## config.mk

```make
export PLATFORM = sky130hd
export DESIGN_NAME = cyc_adc_seq
export DESIGN_NICKNAME = d
export VERILOG_FILES = /design/src/rtl/cyc_adc_pkg.sv /design/src/rtl/cyc_step_ctrl.sv /design/src/rtl/cyc_shift_acc.sv /design/src/rtl/cyc_adc_seq.sv
export SDC_FILE = /design/constraint.sdc
export NUM_CORES = 1
export LEC_CHECK = 0
export ABC_AREA = 1
export BUFFER_PORTS_ARGS = -buffer_cell sky130_fd_sc_hd__buf_4
export CAP_MARGIN = 10
export CORE_ASPECT_RATIO = 0.5
export CORE_MARGIN = 4
export CORE_UTILIZATION = 25
export DETAILED_ROUTE_END_ITERATION = 10
export MAX_ROUTING_LAYER = met4
export PLACE_DENSITY_LB_ADDON = 0.3
export SETUP_SLACK_MARGIN = 0.5
export SLEW_MARGIN = 0
export SYNTH_ARGS = -nofsm -noshare
export SYNTH_HDL_FRONTEND = slang
export SYNTH_SLANG_ARGS = --single-unit
```

## constraint.sdc

```tcl
create_clock -name clk -period 3.6 [get_ports clk]
set_input_delay 0.36 -clock clk [delete_from_list [all_inputs] [get_ports clk]]
set_output_delay 0.36 -clock clk [all_outputs]
set_load 0.02 [all_outputs]
```

## src/rtl/cyc_adc_pkg.sv

```systemverilog
package cyc_adc_pkg;

   // Bits needed for the largest corrected word: every step at full code.
   function automatic int word_width(int sb, int eb, int n);
      longint peak;
      peak = 0;
      for (int k = 0; k < n; k++)
         peak = (peak << eb) + ((longint'(1) << sb) - 1);
      return $clog2(peak + 1);
   endfunction

endpackage

```

## src/rtl/cyc_step_ctrl.sv

```systemverilog
module cyc_step_ctrl #(
   parameter int N_STEPS = 5
) (
   input  logic clk,
   input  logic rst_n,
   input  logic soc,
   output logic busy,
   output logic first,
   output logic last,
   output logic done
);
   localparam int CW = (N_STEPS > 1) ? $clog2(N_STEPS) : 1;
   localparam logic [CW-1:0] LAST_STEP = CW'(N_STEPS - 1);

   logic [CW-1:0] step;

   assign first = busy && (step == '0);
   assign last  = busy && (step == LAST_STEP);

   always_ff @(posedge clk or negedge rst_n) begin
      if (!rst_n) begin
         busy <= 1'b0;
         step <= '0;
         done <= 1'b0;
      end else begin
         done <= last;
         if (!busy) begin
            if (soc) begin
               busy <= 1'b1;
               step <= '0;
            end
         end else if (last) begin
            busy <= 1'b0;
            step <= '0;
         end else begin
            step <= step + 1'b1;
         end
      end
   end
endmodule

```

## src/rtl/cyc_shift_acc.sv

```systemverilog
module cyc_shift_acc #(
   parameter int SB = 3,
   parameter int EB = 2,
   parameter int W  = 12
) (
   input  logic          clk,
   input  logic          rst_n,
   input  logic          cap,
   input  logic          first,
   input  logic          last,
   input  logic [SB-1:0] code,
   output logic [W-1:0]  word
);
   logic [W-1:0] acc;
   logic [W-1:0] nxt;

   generate
      if (EB == SB) begin : g_concat
         // No overlap between steps: shifting and ORing is enough.
         always_comb nxt = (acc << EB) | W'(code);
      end else begin : g_carry
         // Redundant bits overlap: a full add resolves the carries.
         always_comb nxt = (acc << EB) + W'(code);
      end
   endgenerate

   always_ff @(posedge clk or negedge rst_n) begin
      if (!rst_n) begin
         acc  <= '0;
         word <= '0;
      end else if (cap) begin
         acc <= first ? W'(code) : nxt;
         if (last)
            word <= nxt;
      end
   end
endmodule

```

## src/rtl/cyc_adc_seq.sv

```systemverilog
module cyc_adc_seq #(
   parameter int SUB_BITS = 3,
   parameter int EFF_BITS = 2,
   parameter int N_STEPS  = 5,
   localparam int WORD_W  = cyc_adc_pkg::word_width(SUB_BITS, EFF_BITS, N_STEPS)
) (
   input  logic                clk,
   input  logic                rst_n,
   input  logic                soc,
   input  logic [SUB_BITS-1:0] sub_code,
   output logic                in_sel,
   output logic [SUB_BITS-1:0] dac_sel,
   output logic                busy,
   output logic                done,
   output logic [WORD_W-1:0]   dout
);
   // parameter legality
   generate
      if (SUB_BITS < 1 || SUB_BITS > 6) begin : g_bad_sub
         $error("SUB_BITS must be 1..6");
      end
      if (EFF_BITS < 1 || EFF_BITS > SUB_BITS) begin : g_bad_eff
         $error("EFF_BITS must be 1..SUB_BITS");
      end
      if (N_STEPS < 2) begin : g_bad_steps
         $error("N_STEPS must be at least 2");
      end
   endgenerate

   logic first_step;
   logic last_step;

   cyc_step_ctrl #(.N_STEPS(N_STEPS)) i_ctrl (
      .clk   (clk),
      .rst_n (rst_n),
      .soc   (soc),
      .busy  (busy),
      .first (first_step),
      .last  (last_step),
      .done  (done)
   );

   cyc_shift_acc #(.SB(SUB_BITS), .EB(EFF_BITS), .W(WORD_W)) i_acc (
      .clk   (clk),
      .rst_n (rst_n),
      .cap   (busy),
      .first (first_step),
      .last  (last_step),
      .code  (sub_code),
      .word  (dout)
   );

   // the residue path is selected after the first step
   assign in_sel = busy && !first_step;

   // echo the captured code to the DAC
   always_ff @(posedge clk or negedge rst_n) begin
      if (!rst_n)
         dac_sel <= '0;
      else if (busy)
         dac_sel <= sub_code;
   end
endmodule

```

# After elaboration in Yosys (flattened, before gate mapping)
# Cells that the tools add are included.
# word_totals
ff_bits,30
latchBits,0
ramBits,0
rom_bits,0
inputBits,6
wordCells,23
memories,0
# classes
add_sub_neg,2
mul,0
div_mod_pow,0
n_lt_le_gt_ge,0
n_eq_ne,1
shift,0
mux,7
n_bitwise,0
n_reduce_logical,7
# ops
op,count
12-bit by 3-bit adder with 12-bit output,1
10-bit 2-to-1 mux,1
3-bit 2-to-1 mux,3
3-bit by 1-bit adder with 3-bit output (second input constant),1
3-bit equality test (second input constant),1
1-bit logical AND,3
3-bit zero test,1
1-bit 2-to-1 mux,3
2-bit AND reduction,1
2-bit nonzero test,1
1-bit zero test,1

# Longest topological paths before layout
# Gate-level depths: netlist of the first run.
# logic_depth
ltp_word,4
mapped_depth,9
mapped_depth_nobuf,9

# By module
# A second synthesis of the first run with hierarchy kept.
# hier_totals
hier_cells,168
hier_area_um2,1428.9
# by_module_without_submodules
module,n_inst,cells_per_inst,area_each_um2
cyc_shift_acc,1,124,1061.0
cyc_step_ctrl,1,30,251.5
cyc_adc_seq,1,14,116.4

# Worst setup path after synthesis of the first run
# OpenSTA, ideal clock, no wires.
# synth_path
path_kind,reg-to-output
start,register i_ctrl.busy
end,output in_sel
arrival_time_ns,0.997
t_required_ns,3.240
path_slack_ns,2.243
path_stages_with_launch,5
cell_sequence,dfrtp_1 -> buf_6 -> inv_4 -> buf_6 -> nor2_4
# synth_via
elab_chain_len,3
# synth_rtl
element,line,source
"start, declared",cyc_step_ctrl.sv:7,"output logic busy,"
"start signal, assigned",cyc_step_ctrl.sv:22,busy <= 1'b0;
"start signal, assigned",cyc_step_ctrl.sv:29,busy <= 1'b1;
"start signal, assigned",cyc_step_ctrl.sv:33,busy <= 1'b0;
1-bit logical AND,cyc_step_ctrl.sv:17,assign first = busy && (step == '0);
1-bit zero test,cyc_adc_seq.sv:54,assign in_sel = busy && !first_step;
1-bit logical AND *,cyc_adc_seq.sv:54,
"end, declared",cyc_adc_seq.sv:11,"output logic in_sel,"
# Every way passes the cells marked *; elsewhere a longest branch is shown, timed or not.

# Worst setup path in the final report of the first run
# layout_path
start,register i_ctrl.step[0]
end,output in_sel
# layout_via
elab_chain_len,4
# layout_rtl
element,line,source
"start, declared",cyc_step_ctrl.sv:15,logic [CW-1:0] step;
"start signal, assigned",cyc_step_ctrl.sv:36,step <= step + 1'b1;
3-bit zero test,cyc_step_ctrl.sv:17,
1-bit logical AND,cyc_step_ctrl.sv:17,
1-bit zero test,cyc_adc_seq.sv:54,
1-bit logical AND,cyc_adc_seq.sv:54,
# Every way passes these cells.

==> out/metrics.yaml, run 1 <==
critical_path:
  worstSetupPathType: "flip-flop to output port"
  crit_path_end_kind: "output port"
  arrival_ps: 1450
  critical_path.max_fanout: 6
  worstSetupStartpointType: "flip-flop"
  crit_required_ps: 3240
yosys:
  syn-num-nets: 168
  syn_avg_cell_area_sq_um: 8.60
  synthesis.area_sq_mm: 0.00136
  synth_top_area_cell: "dfrtp_1"
  synth_top_area_frac: 0.516
  seq_area_frac_synth: 0.516
  synth_cells: 158
  synthTopCellsByArea: "dfrtp_1, nand2_1, inv_1"
  yosys_register_bits: 28
  netlist-cell-type-count: 22
  yosysWarnings: 0
job:
  maxCapViolCount: 0
routing:
  vias_per_cell: 4.19
  drt_iter0_markers: 38
  first_pass_iters: 4
  num_vias: 1052
  wl_um: 2890
  route.antenna.remaining_nets: 0
  drc_errors: 0
  avgRoutedWirePerCell_um: 11.5
placed_design:
  dp_hpwl_um: 2170
  port_buffers: 23
  gp_congestion: 0.808
  dp_slack_ps: 2090
worst_hold_path:
  hold_path.class: "primary input to flip-flop"
global_route:
  antenna_found_initial: 0
  track_usage: 0.100
  grt_pass1_vias: 1086
  grt_pass1_wl_um: 5150
  grt_max_degree: 29
  grt_overflow_total: 0
power:
  p_sw_mw: 0.613
  power_density_mw_per_mm2: 866
  vdd_ir_drop_max_v: 0.000211
  power.total_mw: 1.42
  comb_power_share: 0.459
  seqPwrFrac: 0.401
  switching_share: 0.433
  power.internal_mw: 0.804
  power_leakage_nw: 0.849
  clockPowerShare: 0.140
status:
  status: "finished, final reports clean"
die:
  core_sq_mm: 0.00509
  initial_core_util: 0.267
  die_width_um: 112
  die_h_um: 60.1
  rows: 18
  die_area_sq_mm: 0.00675
  ioPinCount: 24
clocking:
  postCtsHoldBufs: 1
  cts_resized: 0
  cts_buffer_depth: 2
  htreeDepth: 1
  post_cts_buffers: 0
  numCtsBuffers: 3
  cts_tree: "done"
  clk_pin_slew_ps: 90
  cts_sinks: 28
  clk-insertion-delay-late_ps: 280
  cts_root_buf: "clkbuf_8"
sta:
  fin_crit_sh: 0.504
  setup-violations-final: 0
  hold_ws_ps: 356
  fin_ws_ps: 1790
  fin_skew_ps: 3.73
  min_period_ps: 1810
  relSlewSlack: 0.743
  finalHoldViolations: 0
  fmax_ghz: 0.551
  fin_tns_setup_ps: 0
  tightest_slew_ps: 385
  rsz0062_at_grt: "false"
  slew_viol_final: 0
cells_and_area:
  fill_cells: 552
  nNetsFinal: 192
  seqCellArea_sq_um: 701
  diodes: 0
  multi_input_area_sq_um: 533
  area_delta_synth_final_pct: 20.4
  post-route-util: 0.321
  drive_gt1_frac: 0.199
[registers in the layout, indices dropped and copies added, names as in the netlist]
name,flops
i_acc.word,12
i_ctrl.step,3
i_ctrl.busy,1
i_acc.acc,10
dac_sel,1
i_ctrl.done,1
[stage by stage]
stage                     instances  instance area, sq um
after detailed placement        246                  1570
after floorplan                 158                  1360
after global placement          246                  1570
final                           251                  1640
after global routing            251                  1640
after CTS                       251                  1640
[Yosys cell counts (all sizes together)]
library cell,instances
nand2,60
dfrtp,28
inv,19
o21ai,13
nor2,10
nand3,9
buf,5
ha,4
nand4,2
o22ai,2
xnor2,2
xor2,2
a21oi,1
o21bai,1
[critical path, stage by stage, from the launching register on]
cell and delay (ps):
dfrtp_1 400, inv_1 100, ha_1 180, inv_1 40, nor2_1 210, nor2_4 90, buf_4 170
[layout by cell type (no fill, tap or decap)]
cell	n
dfrtp_1	28
nand3_1	9
o21bai_1	1
buf_4	23
o22ai_1	2
a21oi_1	1
nand4_1	2
inv_2	1
o21ai_2	3
nor2_4	1
clkbuf_8	4
inv_1	16
o21ai_0	8
ha_1	4
xor2_1	2
nor2_1	8
inv_4	2
dlygate4sd3_1	1
xnor2_1	2
o21ai_1	2
nand2_1	59
nand2_2	1
nor2_8	1
[metal layers]
metal / vias up / global-route usage / share of wire
met5: - / - / 0
met4: 0 / 0.0342 / 0.010
met3: 2 / 0.0263 / 0.034
met2: 13 / 0.163 / 0.49
met1: 502 / 0.123 / 0.47
li1: 535 / - / -
[cells by family (layout without fill, tap and decap cells)]
group,after synthesis,after routing,synth area share
fa+ha+maj,4,4,0.0368
xor+xnor,4,4,0.0258
flops,28,28,0.516
compound gates,17,17,0.0746
buf+inv,24,47,0.0921
simple gates,81,81,0.255
[layout make-up]
cell class / instances / share of cell area
Clock buffer: 4 / 0.0337
Inverter: 19 / 0.0467
Multi-Input combinational cell: 106 / 0.326
Sequential cell: 28 / 0.428
Tap cell: 70 / 0.0536
Timing Repair Buffer: 24 / 0.112
[power by group through the flow]
stage,logic (mW),clock network (mW),registers (mW)
floorplan,0.389,0,0.627
global placement,0.657,0,0.566
detailed placement,0.662,0,0.574
CTS,0.664,0.204,0.569
global route,0.735,0.217,0.593
finish,0.651,0.198,0.567
[path summary, 6_finish.rpt]
check / endpoint / slack, ps / from / cells after the start
setup / recovery: in_sel / 1790 / i_ctrl.step[0] / 6
hold / removal: i_acc.word[1] / 360 / sub_code[1] / 3
setup reg to reg: i_acc.acc[2] / 2210 / i_ctrl.step[0] / 9
hold reg to reg: i_acc.word[7] / 490 / i_acc.word[7] / 2
max in group asynchronous: i_acc.word[4] / 2800 / rst_n / 2
min in group asynchronous: i_acc.acc[4] / 530 / rst_n / 2
Note: power is estimated with default switching activity, not from simulation.
==> inputs of run 2 (changes only) <==
- ABC_AREA: 1 -> 0
- clock period: 3.6 -> 1.72 ns (I/O delays scaled with it)
==> run 2 against run 1 <==
Against the previous run:
- sequential power grew 120%
- clock skew up 3.6 ps
- global-route usage decreased by 0.75 points
- largest power group unchanged
- largest cell class unchanged
- die area is 6.4% lower
==> out/metrics.yaml, run 2 <==
yosys:
  yosys_register_bits: 28
  synth_most_common_cell: "dfrtp_1"
  postSynth.asyncResetShare: 1.00
  synth_top_area_frac: 0.555
  synth_top_area_cell: "dfrtp_1"
  synth_cells: 111
  ys.flop_type: "dfrtp_1"
  seq_area_frac_synth: 0.555
  synth_common_cells: "dfrtp_1, nand2_1, inv_1, mux2_2"
  synth-edff-count: 0
  synthTopCellsByArea: "dfrtp_1, mux2_2, ha_1"
  netlist-cell-type-count: 28
  syn_avg_cell_area_sq_um: 11.4
  yosysWarnings: 0
  synthesis.area_sq_mm: 0.00126
  syn-num-nets: 121
cells_and_area:
  regMostFlops: "i_acc.word"
  reg.largest.list: "i_acc.word x12, i_acc.acc x10, i_ctrl.step x3"
  diodes: 0
  layout_common_cells: "buf_4, dfrtp_1, nand2_1"
  drive_gt1_frac: 0.520
  area_delta_synth_final_pct: 47.5
  fill_cells: 470
  stdcell_area_sq_mm: 0.00186
  largest_reg_flops: 12
  stdcell_count: 216
  nNetsFinal: 161
  final_common_cell: "buf_4"
power:
  power_leakage_nw: 0.845
  power_density_mw_per_mm2: 1910
  vdd_ir_drop_max_v: 0.000496
die:
  die_area_sq_mm: 0.00632
  rows: 17
  die_h_um: 58.3
  initial_core_util: 0.272
  ioPinCount: 24
  core_sq_mm: 0.00464
  die_width_um: 108
critical_path:
  critPathLaunch: "i_ctrl.step[1]"
  crit_end: "in_sel"
  rr_worst_depth: 8
  arrival_ps: 1210
  r2r_end: "i_acc.acc[3]"
  worstSetupStartpointType: "flip-flop"
  crit_path_end_kind: "output port"
  worstSetupPathType: "flip-flop to output port"
  critical_path.max_fanout: 4
  rrSetupSlack_ps: 400
  r2r_start: "i_ctrl.step[1]"
  crit_required_ps: 1550
routing:
  num_vias: 928
  drc_errors: 0
  route.antenna.remaining_nets: 0
  wl_um: 2730
  first_pass_iters: 2
  vias_per_cell: 4.30
  drt_iter0_markers: 27
  avgRoutedWirePerCell_um: 12.6
placed_design:
  gp_congestion: 0.787
  dpl.cell_count: 197
  port_buffers: 23
  place_area_sq_mm: 0.00153
  dp_hpwl_um: 1840
global_route:
  met3_usage: 0.0289
  grt_busiest_layer: "met2"
  grt_overflow_total: 0
  antenna_found_initial: 0
  use_met1: 0.105
  track_usage: 0.0927
  grt_pass1_wl_um: 4470
  grt.met2_usage: 0.159
  grt_pass1_vias: 950
  grt_max_degree: 29
clocking:
  cts_tree: "done"
  cts_buffer_depth: 2
  cts_sinks: 28
  numCtsBuffers: 3
  clk_pin_slew_ps: 100
  htreeDepth: 1
  cts_root_buf: "clkbuf_8"
  clk-insertion-delay-late_ps: 280
worst_hold_path:
  hold_path.class: "primary input to flip-flop"
  worst_hold_startpoint: "soc"
sta:
  fin_crit_sh: 0.804
  tightest_slew_ps: 362
  fin_skew_ps: 7.35
  min_period_ps: 1380
  fmax_ghz: 0.723
  finalHoldViolations: 0
  setup-violations-final: 0
  slew_viol_final: 0
  relSlewSlack: 0.759
  fin_tns_setup_ps: 0
  rsz0062_at_grt: "true"
status:
  status: "finished, final reports clean"
job:
  maxCapViolCount: 0
## run 2: final cells by class
type,count,area (sq um),share of cell area
inverter,8,30.0,0.0161
sequential,28,707,0.380
timing repair buffer,40,327,0.175
tap,66,82.6,0.0444
clock buffer,4,55.1,0.0296
multi-input combinational,70,661,0.355
## run 2: metrics by stage
stage	util	hold WS, ps	total power, mW	setup WS, ps
finish	0.402	87.3	3.56	338
floorplan	-	-124	2.14	510
global placement	0.330	117	2.62	428
detailed placement	0.330	121	2.65	422
global route	0.402	67.7	3.82	269
CTS	0.368	81.9	3.29	316
## run 2: worst min path at each step
stage	to	slack, ps	cells past startpoint
2_1_floorplan	dac_sel[2]	-120	0
3_3_place_gp	i_ctrl.step[0]	120	1
3_5_place_dp	i_ctrl.step[0]	120	1
4_1_cts	i_ctrl.step[1]	80	2
5_1_grt	i_ctrl.step[1]	70	2
6_report	i_ctrl.step[1]	90	2
## run 2: what timing repair did
item,CTS,global route
hold endpoints to repair,28,0
hold buffers,1,0
cloned,0,0
pin swaps,6,5
gates resized for setup,14,17
setup buffers,5,9
endpoints found under the setup margin,20,22
## run 2: worst max-delay path, cell delays in order, from the launching register on
cell	delay (ps)
dfrtp_1	410
inv_2	80
ha_4	160
nand2b_4	70
nand2_4	60
inv_2	40
buf_6	120
## run 2: cells by family (layout without fill, tap and decap cells)
group / count (synthesis) / in the layout / share of synthesized area
compound gates: 20 / 20 / 0.104
xor+xnor: 8 / 8 / 0.0555
fa+ha+maj: 4 / 4 / 0.0396
buf+inv: 13 / 52 / 0.0466
flops: 28 / 28 / 0.555
mux: 8 / 8 / 0.0704
simple gates: 30 / 30 / 0.129
## run 2: where the power goes
group	leakage (nW)	total, mW	switching, mW	internal, mW
registers	0.340	1.23	0.271	0.959
clock network	0.0288	0.409	0.204	0.205
logic	0.476	1.92	0.935	0.982
## run 2: routing by layer
| layer | wire length, um | part of all wire |
|---|---|---|
| met5 | 0 | 0 |
| met4 | 35 | 0.013 |
| met3 | 82 | 0.030 |
| met2 | 1380 | 0.51 |
| met1 | 1230 | 0.45 |
==> inputs of run 3 (changes only) <==
- clock period: 1.72 -> 1.1 ns (I/O delays scaled with it)
==> run 3 against run 2 <==
Against the previous run:
- the flow now finishes with violations (hold timing, setup timing)
- critical path depth unchanged
- utilization increased by 8.6 points
- power grew 98%
- hold slack worse by 360 ps
- clock skew about the same
- critical endpoint unchanged
- largest power group unchanged
==> out/metrics.yaml, run 3 (synthesis results as in run 2) <==
status:
  status: "complete, but fails checks"
  violations: "hold timing, setup timing"
cells_and_area:
  fill_cells: 428
  diodes: 0
  multi_input_area_sq_um: 741
  reg.largest.list: "i_acc.word x12, i_acc.acc x10, i_ctrl.step x3"
  largest_reg_flops: 12
  regMostFlops: "i_acc.word"
  final_common_cell: "buf_4"
  area_delta_synth_final_pct: 79.0
  seqCellArea_sq_um: 704
  nNetsFinal: 187
  layout_common_cells: "buf_4, buf_6, dfrtp_1"
  drive_gt1_frac: 0.642
clocking:
  cts_tree: "done"
  cts_root_buf: "clkbuf_8"
  clk_pin_slew_ps: 100
  htreeDepth: 1
  cts_buffer_depth: 2
  clk-insertion-delay-late_ps: 280
  cts_sinks: 28
  numCtsBuffers: 3
critical_path:
  critPathTopFamily: "flip-flops"
  arrival_ps: 1240
  critPathMaxStageDelay_ps: 410
  cp_slowest_cell: "dfrtp_1"
  critical_path.max_fanout: 2
  crit_required_ps: 990
  worstSetupPathType: "flip-flop to output port"
  path_buf_inv: 3
  critPathLaunch: "i_ctrl.step[1]"
  crit_chain: "inv_2 > ha_4 > nand2b_4 > nand2_4 > inv_4 > buf_6"
  worstSetupStartpointType: "flip-flop"
  r2r_start: "i_ctrl.step[1]"
  crit_path_end_kind: "output port"
routing:
  drc_errors: 0
  num_vias: 1038
  route.antenna.remaining_nets: 0
  avgRoutedWirePerCell_um: 13.4
  wl_um: 3250
  first_pass_iters: 4
  drt_iter0_markers: 27
  vias_per_cell: 4.29
global_route:
  grt_overflow_total: 0
  antenna_found_initial: 0
  grt_max_degree: 29
  grt_pass1_wl_um: 5330
  grt_pass1_vias: 1049
  track_usage: 0.114
sta:
  min_period_ps: 1350
  hold_ws_ps: -271
  rsz0062_at_grt: "true"
  fmax_ghz: 0.740
  setup-violations-final: 28
  finalHoldViolations: 28
  fin_tns_setup_ps: -4250
  tightest_slew_ps: 368
  fin_ws_ps: -251
  relSlewSlack: 0.754
  slew_viol_final: 0
  fin_skew_ps: 6.94
  fin_crit_sh: 1.23
worst_hold_path:
  hold_path.class: "primary input to async pin"
power:
  vdd_ir_drop_max_v: 0.00101
  power_density_mw_per_mm2: 3110
  power_leakage_nw: 1.03
die:
  die_width_um: 108
  core_sq_mm: 0.00464
  initial_core_util: 0.272
  ioPinCount: 24
  rows: 17
  die_area_sq_mm: 0.00632
  die_h_um: 58.3
placed_design:
  dp_hpwl_um: 2080
  dp_slack_ps: -187
  port_buffers: 23
  gp_congestion: 0.805
job:
  maxCapViolCount: 0
[run 3: path summary, 6_finish.rpt]
path / to / slack (ps) / cells past startpoint
hold reg to reg: i_acc.word[11] / 510 / 2
max in group asynchronous: i_acc.acc[2] / 1080 / 1
setup / recovery: in_sel / -250 / 6
setup reg to reg: i_acc.word[3] / -210 / 5
min in group clk: i_ctrl.step[0] / 20 / 2
hold / removal: i_ctrl.done / -270 / 1
[run 3: metal layers]
layer,global-route usage,routed length [um],share of wire,vias to the layer above
met5,-,0,0,-
met4,0.0432,53,0.016,0
met3,0.0289,82,0.025,5
met2,0.169,1650,0.51,11
met1,0.149,1460,0.45,511
li1,-,-,-,511
[run 3: final cells by class]
type / instances / area share
inverters: 8 / 0.0161
repair buffers: 66 / 0.288
multi-input cells: 70 / 0.328
well taps: 66 / 0.0365
clock buffers: 4 / 0.0199
flip-flops and latches: 28 / 0.312
[run 3: timing repair]
item                                    in CTS  in global routing
resized for setup                           42                 22
buffers inserted                            14                  9
endpoints found under the setup margin      46                 46
pin swaps                                   11                 10
gates cloned                                 0                  0
hold endpoints to repair                    28                 28
[run 3: where the power goes]
part	internal [mW]	switching (mW)	leakage [nW]
clock network	0.261	0.339	0.0228
logic	2.56	1.95	0.666
registers	1.49	0.429	0.342
[run 3: per-stage QoR]
step / power [mW] / hold slack [ps] / instances / util / area (sq um)
floorplan: 3.46 / -186 / 111 / - / 1330
global placement: 4.72 / 51.4 / 215 / 0.371 / 1720
detailed placement: 4.78 / 54.3 / 215 / 0.371 / 1720
CTS: 6.38 / -259 / 233 / 0.447 / 2070
global route: 7.51 / -249 / 242 / 0.487 / 2260
finish: 7.03 / -271 / 242 / 0.487 / 2260
